<file path="src/rtl/hbs_pkg.sv">
package hbs_pkg;

  // Number of synchronized control lines: en, pwm, dir, ov, uv, 4 x short
  localparam int unsigned NUM_CTRL = 9;

  // Dead time actually applied: a zero setting still gives one cycle
  function automatic int unsigned eff_dead(input int unsigned cfg);
    return (cfg == 0) ? 1 : cfg;
  endfunction

  // Gate request for a direction and PWM level, packed {ls1, ls0, hs1, hs0}
  function automatic logic [3:0] drive_pattern(input logic dir, input logic pwm);
    logic [3:0] p;
    if (dir) begin
      p[0] = pwm;     // hs leg0
      p[2] = ~pwm;    // ls leg0
      p[1] = 1'b0;    // hs leg1
      p[3] = 1'b1;    // ls leg1 recirculation
    end else begin
      p[1] = pwm;
      p[3] = ~pwm;
      p[0] = 1'b0;
      p[2] = 1'b1;
    end
    return p;
  endfunction

endpackage

</file>
<file path="src/rtl/hbs_sync.sv">
module hbs_sync #(
  parameter int unsigned W      = 1,
  parameter int unsigned STAGES = 2
) (
  input  logic         clk,
  input  logic         rst_n,
  input  logic [W-1:0] async_in,
  output logic [W-1:0] sync_out
);
  logic [W-1:0] stage [STAGES];

  genvar g;
  generate
    for (g = 0; g < STAGES; g++) begin : g_stage
      if (g == 0) begin : g_first
        always_ff @(posedge clk or negedge rst_n) begin
          if (!rst_n) stage[0] <= '0;
          else        stage[0] <= async_in;
        end
      end else begin : g_next
        always_ff @(posedge clk or negedge rst_n) begin
          if (!rst_n) stage[g] <= '0;
          else        stage[g] <= stage[g-1];
        end
      end
    end
  endgenerate

  assign sync_out = stage[STAGES-1];
endmodule

</file>
<file path="src/rtl/hbs_leg.sv">
module hbs_leg #(
  parameter int unsigned DT_W = 6
) (
  input  logic            clk,
  input  logic            rst_n,
  input  logic [DT_W-1:0] dead_cycles,  // effective, never 0
  input  logic            want_hs,
  input  logic            want_ls,
  output logic            hs,
  output logic            ls
);
  localparam logic [DT_W-1:0] CNT_MAX = '1;

  logic [DT_W-1:0] idle_cnt;
  logic            gap_done;
  logic            hs_next;
  logic            ls_next;

  always_comb begin
    gap_done = ({1'b0, idle_cnt} + (DT_W+1)'(1)) >= {1'b0, dead_cycles};
    hs_next  = want_hs && !want_ls && (hs || (!ls && gap_done));
    ls_next  = want_ls && !want_hs && (ls || (!hs && gap_done));
  end

  always_ff @(posedge clk or negedge rst_n) begin
    if (!rst_n) begin
      hs       <= 1'b0;
      ls       <= 1'b0;
      idle_cnt <= '0;
    end else begin
      hs <= hs_next;
      ls <= ls_next;
      if (hs || ls)                 idle_cnt <= '0;
      else if (idle_cnt != CNT_MAX) idle_cnt <= idle_cnt + 1'b1;
    end
  end


  no_shoot_chk: assert property (@(posedge clk) disable iff (!rst_n) !(hs && ls));

  hs_gap_chk: assert property (@(posedge clk) disable iff (!rst_n) $rose(hs) |-> $past(!ls));

  ls_gap_chk: assert property (@(posedge clk) disable iff (!rst_n) $rose(ls) |-> $past(!hs));

  fast_off_chk: assert property (@(posedge clk) disable iff (!rst_n) (hs && !want_hs) |=> !hs);
endmodule

</file>
<file path="src/rtl/hbs_sc_qual.sv">
module hbs_sc_qual #(
  parameter int unsigned HOLD = 500000
) (
  input  logic clk,
  input  logic rst_n,
  input  logic cmp,
  input  logic gate_on,
  output logic trip
);
  localparam int unsigned CW = $clog2(HOLD + 1);
  localparam logic [CW-1:0] LAST = CW'(HOLD - 1);

  logic [CW-1:0] run;
  logic          armed;

  assign armed = cmp && gate_on;
  assign trip  = armed && (run == LAST);

  always_ff @(posedge clk or negedge rst_n) begin
    if (!rst_n)       run <= '0;
    else if (!armed)  run <= '0;
    else if (!trip)   run <= run + 1'b1;
  end


  run_chk: assert property (@(posedge clk) disable iff (!rst_n) (run != '0) |-> $past(armed));
endmodule

</file>
<file path="src/rtl/hbridge_gate_seq.sv">
module hbridge_gate_seq #(
  parameter int unsigned DT_W        = 6,
  parameter int unsigned SC_HOLD     = 500000,
  parameter int unsigned SYNC_STAGES = 2
) (
  input  logic            clk,
  input  logic            rst_n,
  input  logic            en_in,
  input  logic            pwm_in,
  input  logic            dir_in,
  input  logic            ov_in,
  input  logic            uv_in,
  input  logic [3:0]      short_in,
  input  logic [DT_W-1:0] dead_cfg,
  output logic [1:0]      gate_hs,
  output logic [1:0]      gate_ls,
  output logic            supply_diag,
  output logic            sc_fault
);
  import hbs_pkg::*;

  localparam logic [DT_W-1:0] CNT_MAX = '1;

  logic [NUM_CTRL-1:0] raw_ctrl;
  logic [NUM_CTRL-1:0] syn_ctrl;
  logic                s_en, s_pwm, s_dir, s_ov, s_uv;
  logic [3:0]          s_short;
  logic [DT_W-1:0]     dead_eff;
  logic                supply_bad;
  logic                dir_applied;
  logic                dir_pending;
  logic                blocked;
  logic [3:0]          want;
  logic [3:0]          gates;
  logic                all_off;
  logic [DT_W-1:0]     rev_cnt;
  logic                rev_ready;
  logic [3:0]          trips;

  assign raw_ctrl = {short_in, uv_in, ov_in, dir_in, pwm_in, en_in};

  hbs_sync #(.W(NUM_CTRL), .STAGES(SYNC_STAGES)) u_sync (
    .clk(clk), .rst_n(rst_n), .async_in(raw_ctrl), .sync_out(syn_ctrl)
  );

  assign {s_short, s_uv, s_ov, s_dir, s_pwm, s_en} = syn_ctrl;

  assign dead_eff    = DT_W'(eff_dead(32'(dead_cfg)));
  assign supply_bad  = s_ov || s_uv;
  assign dir_pending = (s_dir != dir_applied);
  assign blocked     = !s_en || supply_bad || sc_fault || dir_pending;
  assign want        = blocked ? 4'b0000 : drive_pattern(dir_applied, s_pwm);
  assign gates       = {gate_ls, gate_hs};
  assign all_off     = (gates == 4'b0000);
  assign rev_ready   = all_off && (({1'b0, rev_cnt} + (DT_W+1)'(1)) >= {1'b0, dead_eff});

  genvar l;
  generate
    for (l = 0; l < 2; l++) begin : g_leg
      hbs_leg #(.DT_W(DT_W)) u_leg (
        .clk(clk), .rst_n(rst_n), .dead_cycles(dead_eff),
        .want_hs(want[l]), .want_ls(want[l+2]),
        .hs(gate_hs[l]), .ls(gate_ls[l])
      );
    end
  endgenerate

  genvar t;
  generate
    for (t = 0; t < 4; t++) begin : g_sc
      hbs_sc_qual #(.HOLD(SC_HOLD)) u_qual (
        .clk(clk), .rst_n(rst_n), .cmp(s_short[t]),
        .gate_on(gates[t]), .trip(trips[t])
      );
    end
  endgenerate

  // Direction reversal: all gates off, wait the dead time, then take the new direction
  always_ff @(posedge clk or negedge rst_n) begin
    if (!rst_n) begin
      rev_cnt     <= '0;
      dir_applied <= 1'b0;
    end else begin
      if (!all_off)               rev_cnt <= '0;
      else if (rev_cnt != CNT_MAX) rev_cnt <= rev_cnt + 1'b1;
      if (dir_pending && rev_ready) dir_applied <= s_dir;
    end
  end

  // Fault flags
  always_ff @(posedge clk or negedge rst_n) begin
    if (!rst_n) begin
      supply_diag <= 1'b0;
      sc_fault    <= 1'b0;
    end else begin
      supply_diag <= supply_bad;
      if (!s_en)       sc_fault <= 1'b0;
      else if (|trips) sc_fault <= 1'b1;
    end
  end


  supply_off_chk: assert property (@(posedge clk) disable iff (!rst_n)
    supply_bad |=> (gates == 4'b0000) && supply_diag);

  enable_off_chk: assert property (@(posedge clk) disable iff (!rst_n)
    !s_en |=> (gates == 4'b0000));

  reverse_off_chk: assert property (@(posedge clk) disable iff (!rst_n)
    dir_pending |=> (gates == 4'b0000));

  latch_off_chk: assert property (@(posedge clk) disable iff (!rst_n)
    sc_fault |=> (gates == 4'b0000));

  latch_hold_chk: assert property (@(posedge clk) disable iff (!rst_n)
    (sc_fault && s_en) |=> sc_fault);
endmodule

</file>
<file path="config.mk">
export PLATFORM = sky130hd
export DESIGN_NAME = hbridge_gate_seq
export DESIGN_NICKNAME = d
export VERILOG_FILES = /design/src/rtl/hbs_pkg.sv /design/src/rtl/hbs_sync.sv /design/src/rtl/hbs_leg.sv /design/src/rtl/hbs_sc_qual.sv /design/src/rtl/hbridge_gate_seq.sv
export SDC_FILE = /design/constraint.sdc
export NUM_CORES = 1
export LEC_CHECK = 0
export BUFFER_PORTS_ARGS = -buffer_cell sky130_fd_sc_hd__buf_2
export CAP_MARGIN = 30
export CORE_MARGIN = 2
export CORE_UTILIZATION = 60
export CTS_CLUSTER_DIAMETER = 50
export CTS_CLUSTER_SIZE = 12
export DETAILED_ROUTE_END_ITERATION = 8
export PLACE_DENSITY = 0.87
export SLEW_MARGIN = 10
export SYNTH_ARGS = -nofsm -noshare
export SYNTH_HDL_FRONTEND = slang
export SYNTH_HIERARCHICAL = 1
export SYNTH_SLANG_ARGS = --single-unit
</file>
<file path="constraint.sdc">
create_clock -name clk -period 5.4 [get_ports clk]
set_input_delay 1.08 -clock clk [delete_from_list [all_inputs] [get_ports clk]]
set_output_delay 1.08 -clock clk [all_outputs]
set_load 0.05 [all_outputs]
</file>
=== Yosys cells after proc, flatten, opt, wreduce, memory -nomap -nowiden ===
Index checks and enable logic that the tools add are counted.

* Bitwise logic cells: 1
* Eq/ne operators: 14
* Reductions and logical operators: 46
* $lt $le $gt $ge: 3
* Mux-type cells: 19
* Add/sub/neg operators: 10

{| class="wikitable"
|+ Operators by type and width
! kind !! count
|-
| 19-bit two-way mux || 8
|-
| 19-bit by 1-bit adder with 19-bit output (second input constant) || 4
|-
| 19-bit == test (second input constant) || 4
|-
| 6-bit two-way mux || 7
|-
| 1-bit logical AND || 22
|-
| 6-bit by 1-bit adder with 7-bit output (second input constant) || 3
|-
| 7-bit by 6-bit greater-or-equal comparator with 1-bit output || 3
|-
| 6-bit by 1-bit adder with 6-bit output (second input constant) || 3
|-
| 6-bit inequality test (second input constant) || 3
|-
| 1-bit logical OR || 10
|-
| 2-bit inequality test (second input constant) || 5
|-
| 1-bit zero test || 9
|-
| 4-bit two-way mux || 2
|-
| 6-bit zero test || 1
|-
| 4-bit zero test || 1
|-
| 2-bit nonzero test || 2
|-
| 4-bit OR reduction || 1
|-
| 1-bit two-way mux || 2
|-
| 2-bit by 1-bit inequality test with 1-bit output (second input constant) || 1
|-
| 1-bit inequality test || 1
|-
| 1-bit NOT || 1
|}

* Word-level logic and storage cells: 109
* Output and inout port bits: 6
* Bits of input ports: 17
* Register bits: 119

=== Logic depth before layout (Yosys ltp) ===
Gate-level depths: netlist (run 1).

* Word-level depth: 8
* Depth in mapped cells: 9
* Gate-level depth less buffers: 9

=== Hierarchy ===
The synthesis (run 1) kept the hierarchy.

{| class="wikitable"
|+ By module, submodules not included
! module !! area each (sq um) !! cells an instance !! seq. area each (sq um) !! instances
|-
| hbs_sc_qual || 1049.8 || 109 || 475.5 || 4
|-
| hbs_leg || 575.6 || 59 || 200.2 || 2
|-
| hbridge_gate_seq || 685.7 || 75 || 225.2 || 1
|-
| hbs_sync || 518.0 || 27 || 450.4 || 1
|}

=== Worst setup path before layout (run 1) ===
No wires, ideal clock.

* Kind: input to register
* Start point: input dead_cfg[2]
* End point: register dir_applied
* Arrival: 2318 ps
* Data required time: 5270 ps
* Library setup time: 130 ps
* Setup slack: 2952 ps
* Buffers on the path: 0
* Stages: 7
* Path through: nor3_1 a31o_2 ha_1 nand2b_1 a31oi_1 o211a_1 o32ai_1

* Word-level cells in the longest chain between the ends: 5

{| class="wikitable"
|+ Ends and longest elaborated chain
! item !! line !! source
|-
| from (decl) || hbridge_gate_seq.sv:14 || <nowiki>input logic [DT_W-1:0] dead_cfg,</nowiki>
|-
| 6-bit zero test || hbs_pkg.sv:8 || <nowiki>return (cfg == 0) ? 1 : cfg;</nowiki>
|-
| 6-bit two-way mux || hbs_pkg.sv:8 ||
|-
| net dead_eff[0] || hbridge_gate_seq.sv:28 || <nowiki>logic [DT_W-1:0] dead_eff;</nowiki>
|-
| 7-bit by 6-bit greater-or-equal comparator with 1-bit output || hbridge_gate_seq.sv:55 || <nowiki>assign rev_ready = all_off && (({1'b0, rev_cnt} + (DT_W+1)'(1)) >= {1'b0, dead_eff});</nowiki>
|-
| 1-bit logical AND || hbridge_gate_seq.sv:55 ||
|-
| 1-bit logical AND || hbridge_gate_seq.sv:86 || <nowiki>if (dir_pending && rev_ready) dir_applied <= s_dir;</nowiki>
|-
| to (signal assigned) || hbridge_gate_seq.sv:86 ||
|-
| to (decl) || hbridge_gate_seq.sv:30 || <nowiki>logic dir_applied;</nowiki>
|}

The timed path passes the listed nets, and every way through them passes these cells.
A chain may end at the register's enable or synchronous reset.

=== Worst setup path after layout (run 1) ===
* Start point: register g_leg[0].u_leg.ls
* End point: output gate_ls[0]

{| class="wikitable"
|+ RTL lines
! item !! line !! source
|-
| from (decl) || hbs_leg.sv:10 || <nowiki>output logic ls</nowiki>
|-
| from (signal assigned) || hbs_leg.sv:32 || <nowiki>ls <= ls_next;</nowiki>
|-
| to (decl) || hbridge_gate_seq.sv:16 || <nowiki>output logic [1:0] gate_ls,</nowiki>
|}

No word-level cell between the ends.

==> results of run 1 <==
-- final timing paths --
kind,endpoint,from
setup / recovery,gate_ls[0],g_leg[0].u_leg/ls
hold / removal,u_sync/sync_out[4],u_sync/stage[13]
setup reg to reg,dir_applied,rev_cnt[0]
hold reg to reg,u_sync/sync_out[4],u_sync/stage[13]
max in group asynchronous,g_sc[0].u_qual/run[5],rst_n
min in group asynchronous,g_sc[2].u_qual/run[17],rst_n
-- layer usage --
layer | vias to the layer above | part of all wire, %
li1 | 2427 | -
met1 | 2571 | 42
met2 | 196 | 50
met3 | 29 | 5.7
met4 | 0 | 1.8
met5 | - | 0
-- placed cells by master, fill, tap and decap left out, types with 3 or more instances in the layout --
master,n
dfrtp_1,119
a21oi_1,52
nand3_1,46
o21ai_0,36
inv_1,35
nand2_1,32
nor2_1,31
ha_1,29
nand4_1,24
or3_1,24
buf_2,21
xnor2_1,20
a31oi_1,17
xor2_1,16
clkbuf_16,16
and3_1,15
or4_1,14
nor3_1,11
or4_4,8
and2_1,8
and4_1,8
o31ai_1,8
a21o_1,6
clkinvlp_4,6
or4b_4,5
clkinv_4,4
o41ai_2,4
nand2_2,4
nand4b_1,4
nor4_4,4
o21ai_1,4
nor3_2,4
a21boi_0,4
and3_2,4
o211ai_1,4
or2_1,3
mux2i_1,3
nand2b_1,3
-- cell usage after synthesis (all sizes together), types with 15 or more instances --
cell type  instances  area, um^2
nor3              15        95.1
xnor2             20         175
ha                29         363
buf               21         188
and3              19         124
or3               24         150
a21oi             52         260
or4               22         195
dfrtp            119        2980
inv               35         131
nor2              31         116
xor2              16         140
nand4             24         150
nand3             48         250
nand2             36         145
a31oi             17         106
o21ai             40         200
-- power by group --
part	total, mW	internal (mW)	switching [mW]
clock network	1.07	0.658	0.417
logic	0.567	0.263	0.304
registers	1.08	0.977	0.107
-- flip-flops by register name, indices dropped and copies added (netlist names) --
signal	flops
g_leg.u_leg/ls	2
g_leg.u_leg/hs	2
dir_applied	1
g_leg.u_leg/idle_cnt	12
rev_cnt	6
g_sc.u_qual/run	76
u_sync/sync_out	9
sc_fault	1
supply_diag	1
u_sync/stage	9
-- cells by family (layout without fill, tap and decap cells) --
| group | after synthesis | in the layout | share of synthesized area (%) |
|---|---|---|---|
| fa+ha+maj | 29 | 29 | 5.54 |
| compound gates | 142 | 142 | 13.6 |
| mux | 3 | 3 | 0.458 |
| xor+xnor | 36 | 36 | 4.81 |
| simple gates | 260 | 260 | 24.7 |
| flops | 119 | 119 | 45.4 |
| buf+inv | 67 | 91 | 5.50 |
-- cell type report --
type                    count  area (um^2)  share of cell area, %
inverters                  35          131                   1.82
clock buffers              18          418                   5.79
well taps                 140          175                   2.43
clock inverters            14          154                   2.13
repair buffers             24          148                   2.05
multi-input cells         470         3220                   44.5
flip-flops and latches    119         2980                   41.2
==> metrics.txt, run 1 <==
status=finished clean; antenna diode count=0; CTS H-tree lvls=4; Bufs and invs on worst path=1; drt first-iter violations=350; 1st-pass router iterations=7; critical path cell sequence=buf_2; final cycle utilization of the critical path=between 40% and 50%; Final Cell Area=between 0.007 and 0.008 mm^2; Die W=approximately 110 um; remaining global-route overflow=0; crit-path max cell delay=0.53 ns; vias in the first global route=5046; Initial Util=between 60% and 70%; register area share after synthesis=about 45%; FILL cells=roughly 800; Clk Latency, worst-skew pair=about 0.52 ns; Cell Area, Placed=between 0.006 and 0.007 mm^2; Layout Cells excl Fill=820; die span in y=around 110 um; crit path capture type=output pin; drt wl/cell=between 15 and 20 um; HPWL Detailed=9190 um; Syn Inst Count=656; Mapped Area=roughly 0.0066 mm^2; Setup WS post-layout=a little under 3 ns; RSZ-0062 raised after global routing=no; CTS tree=done; Min Clock Period, post-route=2.46 ns; CTS buffer count=17; ANT nets after route=0; clock buffer depth=2; hold crit path type=reg2reg; flop2flop setup slack=roughly 3.2 ns; crit path max-delay cell type=dfrtp_1; Clock Sink Count=between 100 and 150; yosys warns=6; Crit Path Category=reg2out; syn_area_per_cell=~10 um^2; largest net degree at the start of global routing=between 50 and 60; first-pass GRT wire length=around 23000 um; Area Overhead vs Synth=10.2%; Yosys reg bits=119; critical path depth=1; CP Max Fanout=7; syn_nets=about 700; core area=roughly 0.011 mm^2; worst IR drop on VDD=about 0.23 mV; DRC Markers=0; gr usage total=25.3%; M2 GR Usage=42.4%; share of cells above drive strength 1=between 10% and 20%; delay-heaviest family, CP=flip-flops; Final Hold Viols=0; pins over their slew limit=0; M1 GR Usage=a little under a third; Startpoint Class=register; GRT Max-Usage Layer=met2; Netlist cell types=48; post-CTS setup buffers=0; vias per inst=around 6.4; RePlAce Congestion=around 0.85; die area=roughly 0.012 mm^2; hold_ws=0.347 ns; Worst-path clk slew=roughly 0.06 ns; PwrDens=around 380 mW/mm^2; via count=about 5200; initial antenna violation count=0; Clock Tree Root=clkbuf_8; total power=around 2.7 mW; Main synth FF type=dfrtp_1; I/O Buffers=22; Slew @ Worst Pin=approximately 0.48 ns; DP Cell Count=788; # resized after CTS=0; IO Pins=23; setup TNS=0 ns; final-report setup violation count=0; Post-CTS Hold Fix Bufs=0; Worst Skew=~0.0091 ns; Peak Freq=approximately 410 MHz; Cell Rows=38; max_cap viols=0; Detailed Route WL=approximately 14000 um; GRT met3 Usage=just under 6%; Pleak=~3.0 nW; Rel. slew slack=about 70%; reg2reg path depth=9; # nets final=713; Critical Path RT=4.32 ns; Finished Core Util=about 67%; Post-synth ARST share=between 90% and 100%; DP Worst Slack=~2.7 ns; Post-synth EDFFs=0; Crit path arrival time=approximately 1.4 ns; worst hold path cell count=0
No activity file was read; power rests on OpenSTA's default activity.
==> run 2: changes to the inputs <==
- ABC_AREA: not set -> 1
- CORE_UTILIZATION: 60 -> 57
- PLACE_DENSITY: 0.87 -> 0.86
- clock period: 5.4 -> 2.1 ns (I/O delays scaled with it)
==> run 2 against run 1 <==
  * Highest routed layer unchanged
  * Largest cell class unchanged
  * Cell count up 35%
  * Cell area up 9.9%
  * Critical endpoint is now g_leg[1].u_leg/hs
  * First-iteration DRC count is 19% higher
  * Setup slack got worse by 2.8 ns
==> metrics.txt, run 2 <==
drt first-iter violations=416; Rel. slew slack=68.1%; top flop regs=g_sc.u_qual/run (76), g_leg.u_leg/idle_cnt (12); Clk Latency, worst-skew pair=approximately 0.42 ns; Post-synth ARST share=between 90% and 100%; worst IR drop on VDD=~1.0 mV; RePlAce Congestion=between 0.9 and 1; Detailed Route WL=14400 um; max reg flops=76; syn_nets=960; met3 WL post-DR=703 um; core area=about 0.012 mm^2; Layout Cells excl Fill=~1100; final cycle utilization of the critical path=approximately 94%; yosys warns=6; count leader, synth=nand2_1; DRT met1 WL=~6400 um; Startpoint Class=register; die span in y=approximately 110 um; crit path capture type=register; antenna diode count=0; drt wl/cell=~13 um; hold_ws=between 0.1 and 0.15 ns; DRC Markers=0; Mapped Area=0.00696 mm^2; ANT nets after route=0; die area=around 0.013 mm^2; met2 WL=slightly above 7000 um; DP Cell Count=approximately 1100; Min Clock Period, post-route=1.98 ns; Worst Skew=just under 0.009 ns; Die W=around 110 um; Area Overhead vs Synth=13.9%; 1st-pass router iterations=6; Cell Rows=40; Peak Freq=505 MHz; # nets final=990; commonest cells after routing, fill and taps aside=206 x nand2_1, 148 x nor2_1, 118 x dfrtp_1; Syn Inst Count=914; Crit Path Category=reg2reg; Crit path arrival time=between 2 and 2.5 ns; syn_area_per_cell=about 7.6 um^2; Most flops, register=g_sc.u_qual/run; highest metal used=met4; vias per inst=between 5 and 6; IO Pins=23; first-pass GRT wire length=roughly 26000 um; Slew @ Worst Pin=around 0.48 ns; remaining global-route overflow=0; via count=slightly below 6000; CTS H-tree lvls=4; top post-synthesis cells by count=206 x nand2_1, 148 x nor2_1, 119 x dfrtp_1; max_cap viols=0; setup TNS=0 ns; CTS tree=done; Clock Sink Count=approximately 120; Final Hold Viols=0; gr usage total=between 20% and 30%; most common cell after layout, fill and taps aside=nand2_1; CP Max Fanout=4; flop2flop setup slack=about 0.12 ns; Clock Tree Root=clkbuf_16; Initial Util=about 58%; largest net degree at the start of global routing=44; vias in the first global route=roughly 5700; top cell type's share of synthesized area=42.8%; CTS buffer count=17; Critical Path RT=about 2.4 ns; hold crit path type=in2reg; register area share after synthesis=42.8%; largest cells by area after synthesis=dfrtp_1 43%, nand2_1 11%, nor2_1 8.0%; Worst-path clk slew=0.06 ns; Pleak=around 3.4 nW; Main synth FF type=dfrtp_1; HPWL Detailed=around 11000 um; Post-synth EDFFs=0; Yosys reg bits=119; share of cells above drive strength 1=about 15%; pins over their slew limit=0; largest area contributor in the netlist=dfrtp_1; Netlist cell types=27; PwrDens=approximately 940 mW/mm^2; final-report setup violation count=0; status=finished clean; total power=between 7 and 8 mW; initial antenna violation count=0; I/O Buffers=22; clock buffer depth=2
[run 2: cell types whose count changed after synthesis, sizes merged, moves of 12 or more]
cell	previous run	this run
a31oi	17	0
nor2	31	183
inv	35	104
xor2	16	33
nand2	36	226
nand3	48	75
a21oi	52	18
buf	21	9
or3	24	0
o21ai	40	26
or4	22	0
and3	19	3
[run 2: worst max-delay path: stages (launching register included)]
cell	delay, ns
dfrtp_1	0.41
ha_2	0.21
nand3_2	0.11
xor2_2	0.18
inv_1	0.06
ha_1	0.30
a21oi_1	0.16
nor2_1	0.09
nor3_2	0.13
nand2_1	0.09
nand2_1	0.07
a21oi_1	0.06
[run 2: layout make-up]
cell class / count / area, um^2
clock inverters: 11 / 195
repair buffers: 33 / 223
flip-flops and latches: 119 / 2980
clock buffers: 20 / 457
well taps: 147 / 184
multi-input cells: 669 / 3500
fillers: 939 / 4030
inverters: 104 / 390
[run 2: path summary, 6_finish.rpt]
path                                                 start                         end  cells past startpoint
worst max register to register  g_leg[1].u_leg/idle_cnt[0]           g_leg[1].u_leg/hs                     11
max in group asynchronous                            rst_n      g_sc[3].u_qual/run[10]                      3
min in group asynchronous                            rst_n  g_leg[0].u_leg/idle_cnt[5]                      2
worst max-delay path            g_leg[1].u_leg/idle_cnt[0]           g_leg[1].u_leg/hs                     11
worst min-delay path                                 uv_in            u_sync/stage[13]                      1
worst min register to register            u_sync/stage[12]          u_sync/sync_out[3]                      0
[run 2: stage by stage]
stage	worst slack, ns	util, %	instance area [um^2]
after floorplan	0.290	-	6960
after global placement	0.222	60.4	7230
after detailed placement	0.112	60.4	7230
after CTS	0.00491	66.0	7900
after global routing	-0.00859	66.3	7930
final	0.120	66.3	7930
[run 2: kinds of logic after synthesis]
logic type | Yosys count | synth area share, %
and+or+nand+nor | 547 | 35.3
AOI/OAI and AO/OA | 46 | 3.41
adders and majority gates | 29 | 5.21
xor gates and xnor gates | 47 | 6.02
buffers and inverters | 126 | 7.28
DFF | 119 | 42.8
[run 2: power breakdown]
part / switching (mW) / total, mW / internal (mW)
Sequential: 0.223 / 2.74 / 2.52
Combinational: 0.877 / 1.50 / 0.623
Clock: 1.03 / 3.19 / 2.16
Total: 2.13 / 7.43 / 5.30
[run 2: timing repair]
item / in CTS / in global routing
hold buffers: 1 / 0
pin swaps: 0 / 0
setup endpoints to repair: 2 / 5
endpoints found under the hold margin: 33 / 0
setup buffers: 0 / 2
resized for setup: 1 / 5
[run 2: metal layers]
layer  up-vias  track usage, %
met5         -               0
met4         0            9.11
met3        18            6.41
met2       150            42.2
met1      2765            30.7
li1       2933               -
